File: src/rtl/crt_pkg.sv
// Shared types and register layout for the capture/reload timer.
// Assumes a byte-wide register port; the counter width is a multiple of it.
package crt_pkg;

    // Functional control bits; the packed order fixes their positions (run = bit 0).
    typedef struct packed {
        logic tx_sel;
        logic rx_sel;
        logic down_en;
        logic ext_en;
        logic cap_mode;
        logic src_ext;
        logic run;
    } crt_ctrl_t;

    localparam int CTRL_BITS = $bits(crt_ctrl_t);
    localparam int ADDR_CTRL = 0;
    localparam int ADDR_STAT = 1;
    localparam int ADDR_CNT  = 2;
    localparam int STAT_OVF  = 0;
    localparam int STAT_EXT  = 1;

endpackage

File: src/rtl/crt_sampler.sv
// Pin sampler: captures each external pin once per machine cycle and reports
// a falling edge (high sample then low sample) in the tick cycle that sees it.
// Assumes pins are already synchronous to clk.
module crt_sampler #(
    parameter int N = 2
) (
    input  logic         clk,
    input  logic         rst_n,
    input  logic         tick_en,
    input  logic [N-1:0] pin,
    output logic [N-1:0] fall
);

    logic [N-1:0] last_q;

    // Hold the level seen at the previous machine-cycle strobe.
    always_ff @(posedge clk) begin
        if (!rst_n) begin
            last_q <= '0;
        end else if (tick_en) begin
            last_q <= pin;
        end
    end

    for (genvar i = 0; i < N; i++) begin : g_pin
        // Edge is only valid on a strobe, comparing against the stored sample.
        assign fall[i] = tick_en && last_q[i] && !pin[i];
    end

endmodule

File: src/rtl/crt_core.sv
// Counting datapath: the running count and its companion register.
// Chooses the next count from step, trigger and mode; byte-lane software
// writes take priority over hardware updates in the same cycle.
module crt_core #(
    parameter  int W  = 16,
    parameter  int DW = 8,
    localparam int NB = W / DW
) (
    input  logic          clk,
    input  logic          rst_n,
    input  logic          step,
    input  logic          trig_fall,
    input  logic          cap_mode,
    input  logic          ext_en,
    input  logic          down_en,
    input  logic          baud,
    input  logic [NB-1:0] cnt_we,
    input  logic [NB-1:0] crr_we,
    input  logic [DW-1:0] wr_data,
    output logic [W-1:0]  cnt_q,
    output logic [W-1:0]  crr_q,
    output logic          ovf_set,
    output logic          ext_set,
    output logic          baud_ovf
);

    logic         down_mode, reload_mode, trig_reload, trig_capture;
    logic         up_wrap, down_wrap;
    logic [W-1:0] cnt_n, crr_n, cnt_d, crr_d;

    // Mode decode and next-state selection for count and companion.
    always_comb begin
        down_mode    = down_en && !cap_mode && !baud;
        reload_mode  = baud || !cap_mode;
        trig_reload  = ext_en && trig_fall && !cap_mode && !baud;
        trig_capture = ext_en && trig_fall && cap_mode && !baud;
        up_wrap      = step && !down_mode && (cnt_q == '1);
        down_wrap    = step && down_mode && (cnt_q == crr_q);

        cnt_n = cnt_q;
        if (trig_reload) begin
            cnt_n = crr_q;
        end else if (up_wrap) begin
            cnt_n = reload_mode ? crr_q : '0;
        end else if (down_wrap) begin
            cnt_n = '1;
        end else if (step) begin
            cnt_n = down_mode ? cnt_q - W'(1) : cnt_q + W'(1);
        end
        crr_n = trig_capture ? cnt_q : crr_q;

        ovf_set  = !baud && (up_wrap || down_wrap);
        baud_ovf = baud && up_wrap;
        ext_set  = ext_en && trig_fall;
    end

    // Merge software byte writes over the hardware result, lane by lane.
    always_comb begin
        for (int b = 0; b < NB; b++) begin
            cnt_d[b*DW +: DW] = cnt_we[b] ? wr_data : cnt_n[b*DW +: DW];
            crr_d[b*DW +: DW] = crr_we[b] ? wr_data : crr_n[b*DW +: DW];
        end
    end

    // State update for count and companion register.
    always_ff @(posedge clk) begin
        if (!rst_n) begin
            cnt_q <= '0;
            crr_q <= '0;
        end else begin
            cnt_q <= cnt_d;
            crr_q <= crr_d;
        end
    end

    AST_COUNT_HOLDS: assert property (@(posedge clk) disable iff (!rst_n)
        (!step && !trig_reload && !(|cnt_we)) |=> $stable(cnt_q));
    AST_CAPTURE_LATCH: assert property (@(posedge clk) disable iff (!rst_n)
        (trig_capture && !(|crr_we)) |=> (crr_q == $past(cnt_q)));
    AST_UP_RELOAD: assert property (@(posedge clk) disable iff (!rst_n)
        (step && reload_mode && !down_mode && (cnt_q == '1) && !trig_reload && !(|cnt_we))
        |=> (cnt_q == $past(crr_q)));
    AST_DOWN_WRAP: assert property (@(posedge clk) disable iff (!rst_n)
        (step && down_mode && (cnt_q == crr_q) && !trig_reload && !(|cnt_we))
        |=> (cnt_q == '1));

endmodule

File: src/rtl/crt_regs.sv
// Register port and flags: write decode, control storage, sticky flags with
// write-one-to-clear, baud pulse registers and the combinational read mux.
// Assumes the companion and count byte lanes follow the status address.
module crt_regs
    import crt_pkg::*;
#(
    parameter  int W  = 16,
    parameter  int DW = 8,
    localparam int NB = W / DW,
    localparam int AW = $clog2(ADDR_CNT + 2 * NB)
) (
    input  logic          clk,
    input  logic          rst_n,
    input  logic          wr_en,
    input  logic [AW-1:0] wr_addr,
    input  logic [DW-1:0] wr_data,
    input  logic [AW-1:0] rd_addr,
    output logic [DW-1:0] rd_data,
    input  logic [W-1:0]  cnt_q,
    input  logic [W-1:0]  crr_q,
    input  logic          ovf_set,
    input  logic          ext_set,
    input  logic          baud_ovf,
    output crt_ctrl_t     ctrl,
    output logic [NB-1:0] cnt_we,
    output logic [NB-1:0] crr_we,
    output logic          ovf_flag,
    output logic          ext_flag,
    output logic          rx_pulse,
    output logic          tx_pulse
);

    localparam int CRR_BASE = ADDR_CNT + NB;

    logic [DW-1:0] ctrl_raw;
    logic          stat_wr, ovf_clr, ext_clr, baud;

    assign ctrl    = crt_ctrl_t'(ctrl_raw[CTRL_BITS-1:0]);
    assign baud    = ctrl.rx_sel || ctrl.tx_sel;
    assign stat_wr = wr_en && (wr_addr == AW'(ADDR_STAT));
    assign ovf_clr = stat_wr && wr_data[STAT_OVF];
    assign ext_clr = stat_wr && wr_data[STAT_EXT];

    for (genvar b = 0; b < NB; b++) begin : g_we
        // One write strobe per byte lane of count and companion.
        assign cnt_we[b] = wr_en && (wr_addr == AW'(ADDR_CNT + b));
        assign crr_we[b] = wr_en && (wr_addr == AW'(CRR_BASE + b));
    end

    // Control register storage.
    always_ff @(posedge clk) begin
        if (!rst_n) begin
            ctrl_raw <= '0;
        end else if (wr_en && (wr_addr == AW'(ADDR_CTRL))) begin
            ctrl_raw <= wr_data;
        end
    end

    // Sticky flags: a hardware set beats a clear in the same cycle.
    always_ff @(posedge clk) begin
        if (!rst_n) begin
            ovf_flag <= 1'b0;
            ext_flag <= 1'b0;
        end else begin
            if (ovf_set)      ovf_flag <= 1'b1;
            else if (ovf_clr) ovf_flag <= 1'b0;
            if (ext_set)      ext_flag <= 1'b1;
            else if (ext_clr) ext_flag <= 1'b0;
        end
    end

    // One-cycle baud pulses, steered by the select bits.
    always_ff @(posedge clk) begin
        if (!rst_n) begin
            rx_pulse <= 1'b0;
            tx_pulse <= 1'b0;
        end else begin
            rx_pulse <= baud_ovf && ctrl.rx_sel;
            tx_pulse <= baud_ovf && ctrl.tx_sel;
        end
    end

    // Combinational read mux over all addresses.
    always_comb begin
        rd_data = '0;
        if (rd_addr == AW'(ADDR_CTRL)) rd_data = ctrl_raw;
        if (rd_addr == AW'(ADDR_STAT)) rd_data = DW'({ext_flag, ovf_flag});
        for (int b = 0; b < NB; b++) begin
            if (rd_addr == AW'(ADDR_CNT + b)) rd_data = cnt_q[b*DW +: DW];
            if (rd_addr == AW'(CRR_BASE + b)) rd_data = crr_q[b*DW +: DW];
        end
    end

    AST_OVF_STICKY: assert property (@(posedge clk) disable iff (!rst_n)
        (ovf_flag && !ovf_clr) |=> ovf_flag);
    AST_EXT_STICKY: assert property (@(posedge clk) disable iff (!rst_n)
        (ext_flag && !ext_clr) |=> ext_flag);
    AST_NO_OVF_IN_BAUD: assert property (@(posedge clk) disable iff (!rst_n)
        $rose(ovf_flag) |-> !$past(baud));
    AST_RX_PULSE_SELECTED: assert property (@(posedge clk) disable iff (!rst_n)
        rx_pulse |-> $past(ctrl.rx_sel));
    AST_TX_PULSE_SELECTED: assert property (@(posedge clk) disable iff (!rst_n)
        tx_pulse |-> $past(ctrl.tx_sel));

endmodule

File: src/rtl/cr_timer.sv
// Top of the capture/reload timer. Joins the pin sampler, the counting
// datapath and the register block, and forms the count step from the run
// and source controls. Assumes tick_en is a one-cycle machine-cycle strobe.
module cr_timer
    import crt_pkg::*;
#(
    parameter  int W  = 16,
    parameter  int DW = 8,
    localparam int NB = W / DW,
    localparam int AW = $clog2(ADDR_CNT + 2 * NB)
) (
    input  logic          clk,
    input  logic          rst_n,
    input  logic          tick_en,
    input  logic          cnt_in,
    input  logic          trig_in,
    input  logic          wr_en,
    input  logic [AW-1:0] wr_addr,
    input  logic [DW-1:0] wr_data,
    input  logic [AW-1:0] rd_addr,
    output logic [DW-1:0] rd_data,
    output logic          ovf_flag,
    output logic          ext_flag,
    output logic          rx_baud_pulse,
    output logic          tx_baud_pulse
);

    crt_ctrl_t     ctrl;
    logic [1:0]    fall;
    logic          step, baud;
    logic [NB-1:0] cnt_we, crr_we;
    logic [W-1:0]  cnt_q, crr_q;
    logic          ovf_set, ext_set, baud_ovf;

    crt_sampler #(.N(2)) i_sampler (
        .clk     (clk),
        .rst_n   (rst_n),
        .tick_en (tick_en),
        .pin     ({trig_in, cnt_in}),
        .fall    (fall)
    );

    // Count step: machine cycles in timer mode, pin edges in counter mode.
    assign step = ctrl.run && (ctrl.src_ext ? fall[0] : tick_en);
    assign baud = ctrl.rx_sel || ctrl.tx_sel;

    crt_core #(.W(W), .DW(DW)) i_core (
        .clk       (clk),
        .rst_n     (rst_n),
        .step      (step),
        .trig_fall (fall[1]),
        .cap_mode  (ctrl.cap_mode),
        .ext_en    (ctrl.ext_en),
        .down_en   (ctrl.down_en),
        .baud      (baud),
        .cnt_we    (cnt_we),
        .crr_we    (crr_we),
        .wr_data   (wr_data),
        .cnt_q     (cnt_q),
        .crr_q     (crr_q),
        .ovf_set   (ovf_set),
        .ext_set   (ext_set),
        .baud_ovf  (baud_ovf)
    );

    crt_regs #(.W(W), .DW(DW)) i_regs (
        .clk      (clk),
        .rst_n    (rst_n),
        .wr_en    (wr_en),
        .wr_addr  (wr_addr),
        .wr_data  (wr_data),
        .rd_addr  (rd_addr),
        .rd_data  (rd_data),
        .cnt_q    (cnt_q),
        .crr_q    (crr_q),
        .ovf_set  (ovf_set),
        .ext_set  (ext_set),
        .baud_ovf (baud_ovf),
        .ctrl     (ctrl),
        .cnt_we   (cnt_we),
        .crr_we   (crr_we),
        .ovf_flag (ovf_flag),
        .ext_flag (ext_flag),
        .rx_pulse (rx_baud_pulse),
        .tx_pulse (tx_baud_pulse)
    );

endmodule

File: config.mk
export PLATFORM = sky130hd
export DESIGN_NAME = cr_timer
export DESIGN_NICKNAME = d
export VERILOG_FILES = /design/src/rtl/crt_pkg.sv /design/src/rtl/crt_sampler.sv /design/src/rtl/crt_core.sv /design/src/rtl/crt_regs.sv /design/src/rtl/cr_timer.sv
export SDC_FILE = /design/constraint.sdc
export NUM_CORES = 1
export LEC_CHECK = 0
export BUFFER_PORTS_ARGS = -buffer_cell sky130_fd_sc_hd__clkbuf_2
export CAP_MARGIN = 20
export CORE_ASPECT_RATIO = 2
export CORE_MARGIN = 2
export CORE_UTILIZATION = 60
export DETAILED_ROUTE_END_ITERATION = 10
export PLACE_DENSITY = 0.92
export SLEW_MARGIN = 15
export SYNTH_ARGS = -nofsm -noshare
export SYNTH_HDL_FRONTEND = slang
export SYNTH_HIERARCHICAL = 1
export SYNTH_SLANG_ARGS = --single-unit
export TNS_END_PERCENT = 5
File: constraint.sdc
create_clock -name clk -period 6 [get_ports clk]
set_clock_uncertainty 0.15 [all_clocks]
set_input_delay 0.6 -clock clk [delete_from_list [all_inputs] [get_ports clk]]
set_output_delay 0.6 -clock clk [all_outputs]
set_load 0.005 [all_outputs]
Yosys cells after proc, flatten, opt, wreduce, memory -nomap -nowiden
Index checks and enable logic that the tools add are counted.

Flip-flop bits (word level): 46. Bits in latches: 0. RAM bits: 0. Bits in read-only memories: 0. Input port bits: 20. Output and inout bits: 12. Word-level logic and storage cells: 90. Memories kept: 0.

Add/sub/neg operators: 2. $mul: 0. Divide/modulo/power cells: 0. Magnitude comparators: 0. Equality and inequality tests: 12. Shift-type cells: 0. Muxes and demuxes: 22. Bitwise logic cells: 0. Reduce and logical (&&, ||, !) cells: 44.

Operators with widths (count): $mux W16 (7); $mux W8 (10); $logic_and A1 B1 Y1 (28); $add A16 B1 Y16 const B (1); $eq A16 B16 Y1 (1); $eq A16 B16 Y1 const B (1); $sub A16 B1 Y16 const B (1); $eq A3 B2 Y1 const B (4); $eq A3 B3 Y1 const B (4); $reduce_bool A5 Y1 (2); $reduce_bool A2 Y1 (4); $eq A3 B1 Y1 const B (2); $logic_not A3 Y1 (2); $logic_not A1 Y1 (5); $mux W1 (5); $logic_or A1 B1 Y1 (3).

Depth between registers and ports, before layout
Depth in word-level cells: 10. Depth in mapped cells: 12. Depth with buffers taken out: 11.

By module
Netlist, hierarchy kept.

By module, submodules not included: crt_core (instances 1, cells an instance 351, area each 2696.3 um^2, sequential area each 640.6 um^2); crt_regs (instances 1, cells an instance 121, area each 943.4 um^2, sequential area each 240.2 um^2); crt_sampler (instances 1, cells an instance 9, area each 90.1 um^2, sequential area each 40.0 um^2); cr_timer (instances 1, cells an instance 3, area each 22.5 um^2, sequential area each 0.0 um^2).

Worst setup path before layout
No wires, ideal clock.

Path type: reg2reg. Start point: register i_regs.ctrl_raw[6]. End point: register i_core.cnt_q[12]. Setup time: 0.086 ns. Data arrival time: 3.978 ns. Required time: 5.764 ns. Path slack: 1.786 ns. Stages on the path, launching flop included: 12. Path buffers: 1. Period minus slack after synthesis: 4.214 ns. Path through: dfxtp_1 > buf_4 > or2_1 > nor3b_1 > ha_1 > a21o_1 > a311oi_1 > o21ai_0 > o31ai_1 > mux2i_1 > o31ai_1 > a211oi_1.

Longest elaborated chain between the ends: 9. Elaborated cells between the ends (all ways): 18. Those cells by class: mux: 7; reduce/logical: 11.

Ends and longest elaborated chain: start, declared (line crt_regs.sv:35) `logic [DW-1:0] ctrl_raw;`; start signal, assigned (line crt_regs.sv:55) `ctrl_raw <= wr_data;`; $logic_or A1 B1 Y1 *; net baud (line cr_timer.sv:30) `logic step, baud;`; $logic_not A1 Y1 (line crt_core.sv:33, crt_core.sv:35); $logic_and A1 B1 Y1 (line crt_core.sv:33) `down_mode = down_en && !cap_mode && !baud;`; $mux W16 (tied with other cells) (line crt_core.sv:48) `cnt_n = down_mode ? cnt_q - W'(1) : cnt_q + W'(1);`; $mux W16 (tied with other cells) (line crt_core.sv:47) `end else if (step) begin`; $mux W16 / $logic_and A1 B1 Y1 (equally long branches) (line crt_core.sv:45, crt_core.sv:37); $mux W16 (line crt_core.sv:43) `end else if (up_wrap) begin`; $mux W16 (line crt_core.sv:41) `if (trig_reload) begin`; $mux W8 (line crt_core.sv:60) `cnt_d[b*DW +: DW] = cnt_we[b] ? wr_data : cnt_n[b*DW +: DW];`; end signal, assigned (line crt_core.sv:71) `cnt_q <= cnt_d;`; end, declared (line crt_core.sv:20) `output logic [W-1:0] cnt_q,`.

The timed path passes the listed nets; every way through them passes the cells marked *. The select of a mux whose other input is x is not followed. A chain may end at the register's enable or synchronous reset.

Final worst setup path
Start point: register i_regs.ctrl_raw[6]. End point: register i_core.cnt_q[14].

The elaborated chain is that of the path after synthesis.

==> impl_metrics.toml <==
[worst_setup_path]
critPathCaptureType = "flip-flop"
critPathRequiredTime_ps = 6060
start_kind = "flip-flop"
crit_arrival_ps = 3890
critPathKind = "flip-flop to flip-flop"
critPathMaxFanout = 19

[synthesis]
syn_inst = 484
muxShareOfSynthArea_pct = 9.40
synth.yosys.seq_area_share_pct = 24.5
syn-num-nets = 519
synth_edf_count = 0
synth_area_um2 = 3750
synth-seq-cells = 46
synthAdderAreaFrac_pct = 5.20
synth_xor_area_share_pct = 6.07
yosysWarningCount = 6
synthArstFlopShare_pct = 0
yosys_most_used_dff = "dfxtp_1"
synthDistinctLibCells = 64
syn_avg_cell_area_um2 = 7.75
synth-compound-area-share_pct = 27.3
synth_top_family_by_area = "compound AO/OA/AOI/OAI gates"
synth_simple_gate_area_share_pct = 21.7

[grt]
grt_max_degree = 27
grt_antenna_before_repair = 0
grt-ovfl-total = 0
grt_pass1_vias = 4019
grtUsageTotal_pct = 40.1
grt_pass1_wl_mm = 20.3

[timing]
timing.final.crit_share_pct = 63.9
slew_headroom_pct = 46.8
hold_viol = 0
finalSetupViolations = 0
tns_ps = 0
final-max-slew-violation-count = 0
max_freq_ghz = 0.261
layout_min_cycle_time_ps = 3830
rsz0062_at_grt = "no"
worst_slew_pin_slew_ps = 797

[clocking]
cts_tree = "built"
cts_resized = 0
clk_latency_ps = 300
cts_made_buffers = 5
cts.sinks = 46
clk_pin_slew_worst_paths_ps = 70
cts.path.max_buffers = 2
cts_hold_buffers = 0
post-cts-setup-buffers = 0
htree_levels = 2
clockRootBuffer = "clkbuf_16"

[routing]
vias = 4158
ant_nets = 0
wl_mm = 13.1
drc = 0
drtIter0Drc = 498
dr.pass1.iters = 6
viasPerCell = 7.45
wl_per_cell_um = 23.4

[die]
std_cell_rows = 40
coreArea_um2 = 6010
die-area_um2 = 6940
die_w_um = 59.9
start_util_pct = 62.5
io_pins = 32
die_y_um = 116

[pwr]
leakagePower_nw = 1.67
vdd_drop_max_v = 0.000134
powerDensity_nw_per_um2 = 201

[layout]
final_common_cell = "dfxtp_1"
drive_above_1_share_pct = 11.9
fillers = 489
layout.nets = 529
area_growth_pct = 8.40
layout_common_cells = "dfxtp_1, nor2_1, o21ai_0"
n_antenna_cell = 0
fin_area_um2 = 4070

[place]
place_hpwl_mm = 9.40
place.gp.congestion = 1.09
dpl_cell_area_um2 = 3870
io_buffers = 31

[hold_path]
min_path_type = "flip-flop to flip-flop"

[run]
maxCapViolations = 0

[outcome]
status = "completed"
==> synth_stat cells, types with 3 or more instances <==
cell,instances,share of area (%)
a21oi_1,34,4.5
nor2_1,41,4.1
o211ai_1,6,1.2
o31ai_1,4,0.80
nor3b_1,4,0.80
dfxtp_1,46,25
nand4_1,6,1.0
a211oi_1,19,3.8
buf_2,4,0.53
a221oi_1,3,0.70
and3_1,4,0.67
nand2b_1,10,1.7
nor3_1,8,1.1
xor2_1,19,4.4
a21boi_1,8,1.6
nand3_1,19,2.5
nor2b_1,6,1.0
clkbuf_1,21,2.1
and2_1,3,0.50
nor4_1,6,1.0
mux2i_1,33,8.8
xnor2_1,7,1.6
a31oi_1,7,1.2
buf_4,8,1.6
o21ai_0,40,5.3
a21o_1,6,1.2
ha_1,14,4.7
o21a_1,6,1.2
nand2_1,39,3.9
inv_1,11,1.1
==> cell families (layout without fill, tap and decap cells) <==
logic type / after synthesis / count (layout)
simple gates: 160 / 160
compound gates: 156 / 156
flops: 46 / 46
buf+inv: 46 / 57
mux: 35 / 35
xor+xnor: 26 / 26
fa+ha+maj: 15 / 15
==> worst paths after layout <==
kind / start / to / slack [ps] / cells after the start
setup / recovery: i_regs/ctrl_raw[6] / i_core/cnt_q[14] / 2170 / 11
hold / removal: i_regs/ctrl_raw[7] / i_regs/ctrl_raw[7] / 310 / 2
setup reg to reg: i_regs/ctrl_raw[6] / i_core/cnt_q[14] / 2170 / 11
hold reg to reg: i_regs/ctrl_raw[7] / i_regs/ctrl_raw[7] / 310 / 2
==> layer usage <==
layer,part of all wire (%),vias to the layer above,GRT usage [%]
met3,8.9,108,10.0
li1,-,1818,-
met1,32,1915,38.4
met4,9.6,0,34.4
met5,0,-,0
met2,49,317,68.0
==> flip-flops by register name, indices dropped and copies added (netlist names) <==
| register | cells |
|---|---|
| i_core/cnt_q | 16 |
| i_core/crr_q | 16 |
| i_regs/ctrl_raw | 8 |
| i_sampler/last_q | 2 |
| i_regs/ext_flag | 1 |
| i_regs/ovf_flag | 1 |
| i_regs/rx_pulse | 1 |
| i_regs/tx_pulse | 1 |
==> where the power goes <==
part / switching [W] / internal (W) / total, W
clock network: 0.000124 / 0.000239 / 0.000363
registers: 0.0000185 / 0.000315 / 0.000334
logic: 0.0000740 / 0.0000483 / 0.000122
==> metrics by stage <==
stage	utilization (%)	hold slack (ps)	instances	total power, W	setup slack (ps)
after floorplan	-	284	484	0.000414	1790
after global placement	64.4	308	549	0.000452	2360
after detailed placement	64.4	309	549	0.000454	2310
after CTS	67.6	318	557	0.000811	2220
after global routing	67.7	338	558	0.000838	2040
final	67.7	314	558	0.000819	2170
==> area by class of cell <==
| cell class | count | area [um2] | share of cell area [%] |
|---|---|---|---|
| clock buffers | 5 | 125 | 3.08 |
| clock inverters | 3 | 68.8 | 1.69 |
| inverters | 11 | 41.3 | 1.02 |
| multi-input cells | 392 | 2630 | 64.5 |
| flip-flops and latches | 46 | 921 | 22.6 |
| well taps | 63 | 78.8 | 1.94 |
| repair buffers | 38 | 208 | 5.11 |
==> worst max-delay path, cell delays in order, from the launching register on <==
cell and delay [ps]:
dfxtp_1 340, or2_1 340, nor3b_2 240, buf_4 300
ha_1 350, a21o_1 220, a311oi_1 360, o21ai_0 230
o31ai_1 590, o21ai_0 230, xnor2_1 180, a211oi_1 200
No activity file was read; power rests on OpenSTA's default activity.
